[src/rtl/dxg_pkg.sv]
package dxg_pkg;
  localparam int FAULT_N = 8;
  localparam int F_AERR_R = 0;
  localparam int F_AERR_W = 1;
  localparam int F_MISS_R = 2;
  localparam int F_MISS_W = 3;
  localparam int F_PROT_R = 4;
  localparam int F_PROT_W = 5;
  localparam int F_INIT_W = 6;
  localparam int F_MULTI  = 7;

  typedef enum logic [1:0] {
    RG_KEEP  = 2'd0,
    RG_STRIP = 2'd1,
    RG_AERR  = 2'd2,
    RG_XLATE = 2'd3
  } region_e;

  // number of offset bits kept from the virtual address for a size code
  function automatic int page_off_bits(input int code, input int base);
    if (code == 0) return base;
    return base + 2 + 4 * (code - 1);
  endfunction
endpackage

[src/rtl/dxg_region.sv]
module dxg_region #(
  parameter int ADDR_W = 32
) (
  input  logic [ADDR_W-1:0] addr,
  input  logic              priv,
  input  logic              xlat_en,
  input  logic              sq_lock,
  output dxg_pkg::region_e  region
);
  import dxg_pkg::*;

  logic [2:0] top3;
  logic       sq_win;

  assign top3   = addr[ADDR_W-1 -: 3];
  assign sq_win = (addr[ADDR_W-1 -: 6] == 6'b111000);

  always_comb begin
    region = xlat_en ? RG_XLATE : RG_STRIP;
    if (priv) begin
      if (top3 == 3'b111)                         region = RG_KEEP;
      else if (top3 == 3'b100 || top3 == 3'b101)  region = RG_STRIP;
    end else if (addr[ADDR_W-1]) begin
      region = (sq_win && !sq_lock) ? RG_KEEP : RG_AERR;
    end
  end
endmodule

[src/rtl/dxg_check.sv]
module dxg_check (
  input  logic                        write,
  input  logic                        priv,
  input  logic                        hit,
  input  logic                        multi,
  input  logic                        user_ok,
  input  logic                        writable,
  input  logic                        dirty,
  output logic [dxg_pkg::FAULT_N-1:0] fault
);
  import dxg_pkg::*;

  logic rd_deny;
  logic wr_deny;

  assign rd_deny = !priv && !user_ok;
  assign wr_deny = priv ? !writable : !(writable && user_ok);

  always_comb begin
    fault = '0;
    if (multi)                fault[F_MULTI]  = 1'b1;
    else if (!hit)            fault[write ? F_MISS_W : F_MISS_R] = 1'b1;
    else if (write) begin
      if (wr_deny)            fault[F_PROT_W] = 1'b1;
      else if (!dirty)        fault[F_INIT_W] = 1'b1;
    end else if (rd_deny)     fault[F_PROT_R] = 1'b1;
  end
endmodule

[src/rtl/dxg_pagemap.sv]
module dxg_pagemap #(
  parameter int ADDR_W   = 32,
  parameter int SIZE_W   = 2,
  parameter int PAGE_LSB = 10
) (
  input  logic [ADDR_W-1:0] vaddr,
  input  logic [ADDR_W-1:0] ppn,
  input  logic [SIZE_W-1:0] size,
  output logic [ADDR_W-1:0] paddr
);
  localparam int N_SIZE = 1 << SIZE_W;

  logic [ADDR_W-1:0] mask_tab [N_SIZE];
  logic [ADDR_W-1:0] mask;

  for (genvar g = 0; g < N_SIZE; g++) begin : g_mask
    localparam int OFF = dxg_pkg::page_off_bits(g, PAGE_LSB);
    assign mask_tab[g] = {{(ADDR_W-OFF){1'b1}}, {OFF{1'b0}}};
  end

  assign mask  = mask_tab[size];
  assign paddr = (ppn & mask) | (vaddr & ~mask);
endmodule

[src/rtl/dxg_guard.sv]
module dxg_guard #(
  parameter int ADDR_W   = 32,
  parameter int SIZE_W   = 2,
  parameter int PAGE_LSB = 10
) (
  input  logic                        clk,
  input  logic                        rst_n,
  input  logic                        req_valid,
  input  logic [ADDR_W-1:0]           req_addr,
  input  logic                        req_write,
  input  logic                        req_priv,
  input  logic                        cfg_xlat_en,
  input  logic                        cfg_single_virt,
  input  logic                        cfg_sq_lock,
  input  logic [PAGE_LSB-1:0]         pteh_keep,
  output logic                        lk_need,
  output logic                        lk_asid_chk,
  input  logic                        tlb_hit,
  input  logic                        tlb_multi,
  input  logic [ADDR_W-1:0]           tlb_ppn,
  input  logic [SIZE_W-1:0]           tlb_size,
  input  logic                        tlb_user,
  input  logic                        tlb_writable,
  input  logic                        tlb_dirty,
  output logic                        rsp_valid,
  output logic [ADDR_W-1:0]           rsp_paddr,
  output logic [dxg_pkg::FAULT_N-1:0] rsp_fault,
  output logic                        rsp_reset_evt,
  output logic                        rsp_tea_we,
  output logic [ADDR_W-1:0]           rsp_tea,
  output logic [ADDR_W-1:0]           rsp_pteh
);
  import dxg_pkg::*;

  localparam logic [ADDR_W-1:0] STRIP_MASK = {3'b000, {(ADDR_W-3){1'b1}}};

  region_e              region;
  logic [FAULT_N-1:0]   chk_fault;
  logic [ADDR_W-1:0]    mapped;

  logic [ADDR_W-1:0]    pa_d,    pa_q;
  logic [FAULT_N-1:0]   fault_d, fault_q;
  logic                 we_d,    we_q;
  logic                 valid_q;
  logic [ADDR_W-1:0]    tea_q;
  logic [ADDR_W-1:0]    pteh_q;

  dxg_region #(.ADDR_W(ADDR_W)) u_region (
    .addr    (req_addr),
    .priv    (req_priv),
    .xlat_en (cfg_xlat_en),
    .sq_lock (cfg_sq_lock),
    .region  (region)
  );

  dxg_check u_check (
    .write    (req_write),
    .priv     (req_priv),
    .hit      (tlb_hit),
    .multi    (tlb_multi),
    .user_ok  (tlb_user),
    .writable (tlb_writable),
    .dirty    (tlb_dirty),
    .fault    (chk_fault)
  );

  dxg_pagemap #(.ADDR_W(ADDR_W), .SIZE_W(SIZE_W), .PAGE_LSB(PAGE_LSB)) u_map (
    .vaddr (req_addr),
    .ppn   (tlb_ppn),
    .size  (tlb_size),
    .paddr (mapped)
  );

  assign lk_need     = req_valid && (region == RG_XLATE);
  assign lk_asid_chk = !(cfg_single_virt && req_priv);

  // next-state
  always_comb begin
    pa_d    = '0;
    fault_d = '0;
    we_d    = 1'b0;
    if (req_valid) begin
      unique case (region)
        RG_KEEP:  pa_d = req_addr;
        RG_STRIP: pa_d = req_addr & STRIP_MASK;
        RG_AERR:  fault_d[req_write ? F_AERR_W : F_AERR_R] = 1'b1;
        RG_XLATE: begin
          fault_d = chk_fault;
          we_d    = |chk_fault;
          pa_d    = (|chk_fault) ? '0 : mapped;
        end
        default:  pa_d = '0;
      endcase
    end
  end

  // registers
  always_ff @(posedge clk or negedge rst_n) begin
    if (!rst_n) begin
      valid_q <= 1'b0;
      fault_q <= '0;
      we_q    <= 1'b0;
      pa_q    <= '0;
      tea_q   <= '0;
      pteh_q  <= '0;
    end else begin
      valid_q <= req_valid;
      fault_q <= fault_d;
      we_q    <= we_d;
      if (req_valid) begin
        pa_q   <= pa_d;
        tea_q  <= req_addr;
        pteh_q <= {req_addr[ADDR_W-1:PAGE_LSB], pteh_keep};
      end
    end
  end

  assign rsp_valid     = valid_q;
  assign rsp_paddr     = pa_q;
  assign rsp_fault     = fault_q;
  assign rsp_reset_evt = fault_q[F_MULTI];
  assign rsp_tea_we    = we_q;
  assign rsp_tea       = tea_q;
  assign rsp_pteh      = pteh_q;
endmodule

[config.mk]
export PLATFORM = sky130hd
export DESIGN_NAME = dxg_guard
export DESIGN_NICKNAME = d
export VERILOG_FILES = /design/src/rtl/dxg_pkg.sv /design/src/rtl/dxg_region.sv /design/src/rtl/dxg_check.sv /design/src/rtl/dxg_pagemap.sv /design/src/rtl/dxg_guard.sv
export SDC_FILE = /design/constraint.sdc
export NUM_CORES = 1
export LEC_CHECK = 0
export CAP_MARGIN = 20
export CORE_AREA = 2 2 102 104
export CTS_CLUSTER_SIZE = 40
export DETAILED_ROUTE_END_ITERATION = 6
export DIE_AREA = 0 0 104 106
export GPL_TIMING_DRIVEN = 0
export HOLD_SLACK_MARGIN = 0.05
export MAX_ROUTING_LAYER = met4
export PLACE_DENSITY = 0.8
export SLEW_MARGIN = 15
export SYNTH_ARGS = -nofsm -noshare
export SYNTH_HDL_FRONTEND = slang
export SYNTH_HIERARCHICAL = 1
export SYNTH_SLANG_ARGS = --single-unit
[constraint.sdc]
create_clock -name clk -period 1.84 [get_ports clk]
set_clock_uncertainty 0.1 [all_clocks]
set_input_delay 0.276 -clock clk [delete_from_list [all_inputs] [get_ports clk]]
set_output_delay 0.276 -clock clk [all_outputs]
set_load 0.02 [all_outputs]
==> out/summary.txt <==
# rows: 37
1st-iter DRT viols: 97
worst skew pair latency: 350 ps
post-detail-place hpwl: 8.29 mm
CP endpoint kind: flop
height of the die: 106 um
Sum Neg Setup Slack: 0 ps
diodes inserted: 0
critical path arrival: 1990 ps
largest net degree at the start of global routing: 48
Final Hold Fails: 0
P_leak: 0.00298 uW
H-Tree Depth: 3
global route total overflow: 0
RePlAce Congestion: 0.777
Starting Density: 40.1%
f_max: 553 MHz
post-DR wirelength/cell: 17.5 um
area of the multi-input gates: 0.00150 sq mm
CTS tree: yes
Req. time, crit path: 2020 ps
Max Cap Viol: 0
Clock transition at path regs: 80 ps
number of synthesized flops with an enable pin: 0
clock tree root driver cell: clkbuf_8
number of standard cells after synthesis: 316
Setup-failing EPs final: 0
total power divided by cell area: 769 mW/mm^2
status: finished, final reports clean
Core Region: 0.0100 sq mm
number of CTS-inserted buffers: 9
Rel. slew slack: 58.1%
IO Port Bufs: 175
DRC: 0
crit-path max FO: 5
mapped cell area: 0.00401 sq mm
placed instance area: 0.00596 sq mm
Die X: 104 um
Main synth FF type: dfrtp_1
post-layout instance area: 0.00656 sq mm
commonest non-fill, non-tap cell in the layout: clkdlybuf4s50_1
final wirelength: 11.7 mm
crit path launch type: input pin
# IOs: 198
register area: 0.00210 sq mm
peak supply drop: 0.000462 V
vias: 3296
global-route wire length before repair: 18.4 mm
Hold Crit Class: input pin to flop
layout cells sized above 1: 32.5%
Syn Area/Cell: 12.7 sq um
Cell variety after synth: 36
Max Transition Viols Final: 0
register area share after synthesis: 52.5%
clk buf depth: 2
Fill cells: 788
final cycle utilization of the critical path: 98.4%
die area: 0.0110 sq mm
Layout Nets: 617
initial antenna violation count: 0
min Tclk post-route: 1810 ps
ys async rst share: 100%
Yosys reg bits: 84
Worst-Margin Slew: 629 ps
final hold slack: 77.8 ps
synth warn: 6
Overall Global Routing Usage: 21.7%
area growth from synthesis to final layout: 63.7%
Vias/cell: 4.93
number of global-route vias before repair: 3568
CTS Sinks: 84
Post-DRT Antenna Nets: 0
critical path class: input pin to flop
Pwr Total: 5050 uW
commonest non-fill, non-tap cells in the layout: 140 x clkdlybuf4s50_1, 84 x dfrtp_1, 54 x buf_4
DRT Pass-1 Iters: 4
==> cells by family after synthesis <==
| group | synth area share, % |
|---|---|
| flip-flops | 52.5 |
| buffers and inverters | 12.4 |
| AND/OR/NAND/NOR | 11.4 |
| multiplexers | 14.1 |
| AO/OA/AOI/OAI | 9.52 |
| other | 0.0936 |
==> metrics by stage <==
step                worst slack [ps]  std cells  utilization, %
floorplan                       20.6        317               -
global placement               -2620        628            59.3
detailed placement             -1150        629            59.6
CTS                            -14.8        668            65.0
global route                   -24.5        669            65.6
finish                          30.2        669            65.6
==> layout make-up <==
class	count	area share (%)
multi-input combinational	160	22.9
clock inverter	4	1.11
buffer	65	7.42
sequential	84	32.0
tap	136	2.59
inverter	8	0.496
clock buffer	12	2.21
timing repair buffer	200	31.3
==> cells in the mapped netlist, types with 2 or more instances <==
cell | count | share of area, %
o32ai_1 | 2 | 0.44
nor3b_1 | 27 | 5.1
inv_1 | 7 | 0.66
mux2_4 | 4 | 1.5
a221o_1 | 23 | 5.7
dfrtp_1 | 84 | 52
a21oi_1 | 3 | 0.37
clkbuf_8 | 2 | 0.69
and2_1 | 5 | 0.78
buf_4 | 48 | 9.0
a221o_2 | 7 | 2.0
buf_6 | 3 | 0.84
nor2_1 | 4 | 0.37
nor2b_1 | 5 | 0.78
mux2_2 | 45 | 13
nand2_1 | 8 | 0.75
o21ai_0 | 5 | 0.62
nor3_1 | 4 | 0.50
a21o_1 | 2 | 0.37
clkbuf_1 | 12 | 1.1
==> worst paths after layout <==
| path | slack, ps | depth (start not counted) | start | endpoint |
|---|---|---|---|---|
| min in group asynchronous | 340 | 2 | rst_n | rsp_tea[20] |
| worst max-delay path | 30 | 8 | tlb_user | rsp_paddr[20] |
| worst min register to register | 410 | 1 | rsp_tea[2] | rsp_tea[2] |
| worst min-delay path | 80 | 2 | req_addr[28] | rsp_tea[28] |
| worst max register to register | 820 | 2 | rsp_paddr[23] | rsp_paddr[23] |
| max in group asynchronous | 690 | 3 | rst_n | rsp_tea[2] |
==> layer usage <==
layer	vias up	global-route usage (%)	wire length, um
met2	129	36.5	6090
met1	1638	26.1	4780
met3	19	4.41	594
met4	0	7.82	229
li1	1510	-	-
met5	-	-	0
==> worst max-delay path, cell delays in order <==
cell,delay (ps)
dlygate4sd2_1,260
o21ai_2,130
nor3_2,60
or4_4,560
nor3_4,250
buf_6,180
buf_8,120
a221o_1,160
==> flip-flops by register name, summed over array words and instances (netlist names) <==
name and flops:
rsp_paddr 32, rsp_tea 32, rsp_pteh 10, rsp_fault 8, rsp_tea_we 1, rsp_valid 1
==> where the power goes <==
group	internal (uW)	switching, uW	leakage [uW]
Sequential	2010	105	0.00104
Clock	802	658	0.000107
Combinational	803	667	0.00182
Total	3620	1430	0.00298
==> timing repair <==
item | CTS | global route
pin swaps | 13 | 6
gates resized for setup | 74 | 27
hold endpoints to repair | 49 | 0
gates cloned | 2 | 0
hold buffers | 13 | 0
endpoints found under the setup margin | 46 | 45
buffers inserted | 9 | 1
(Power assumes the default switching activity.)
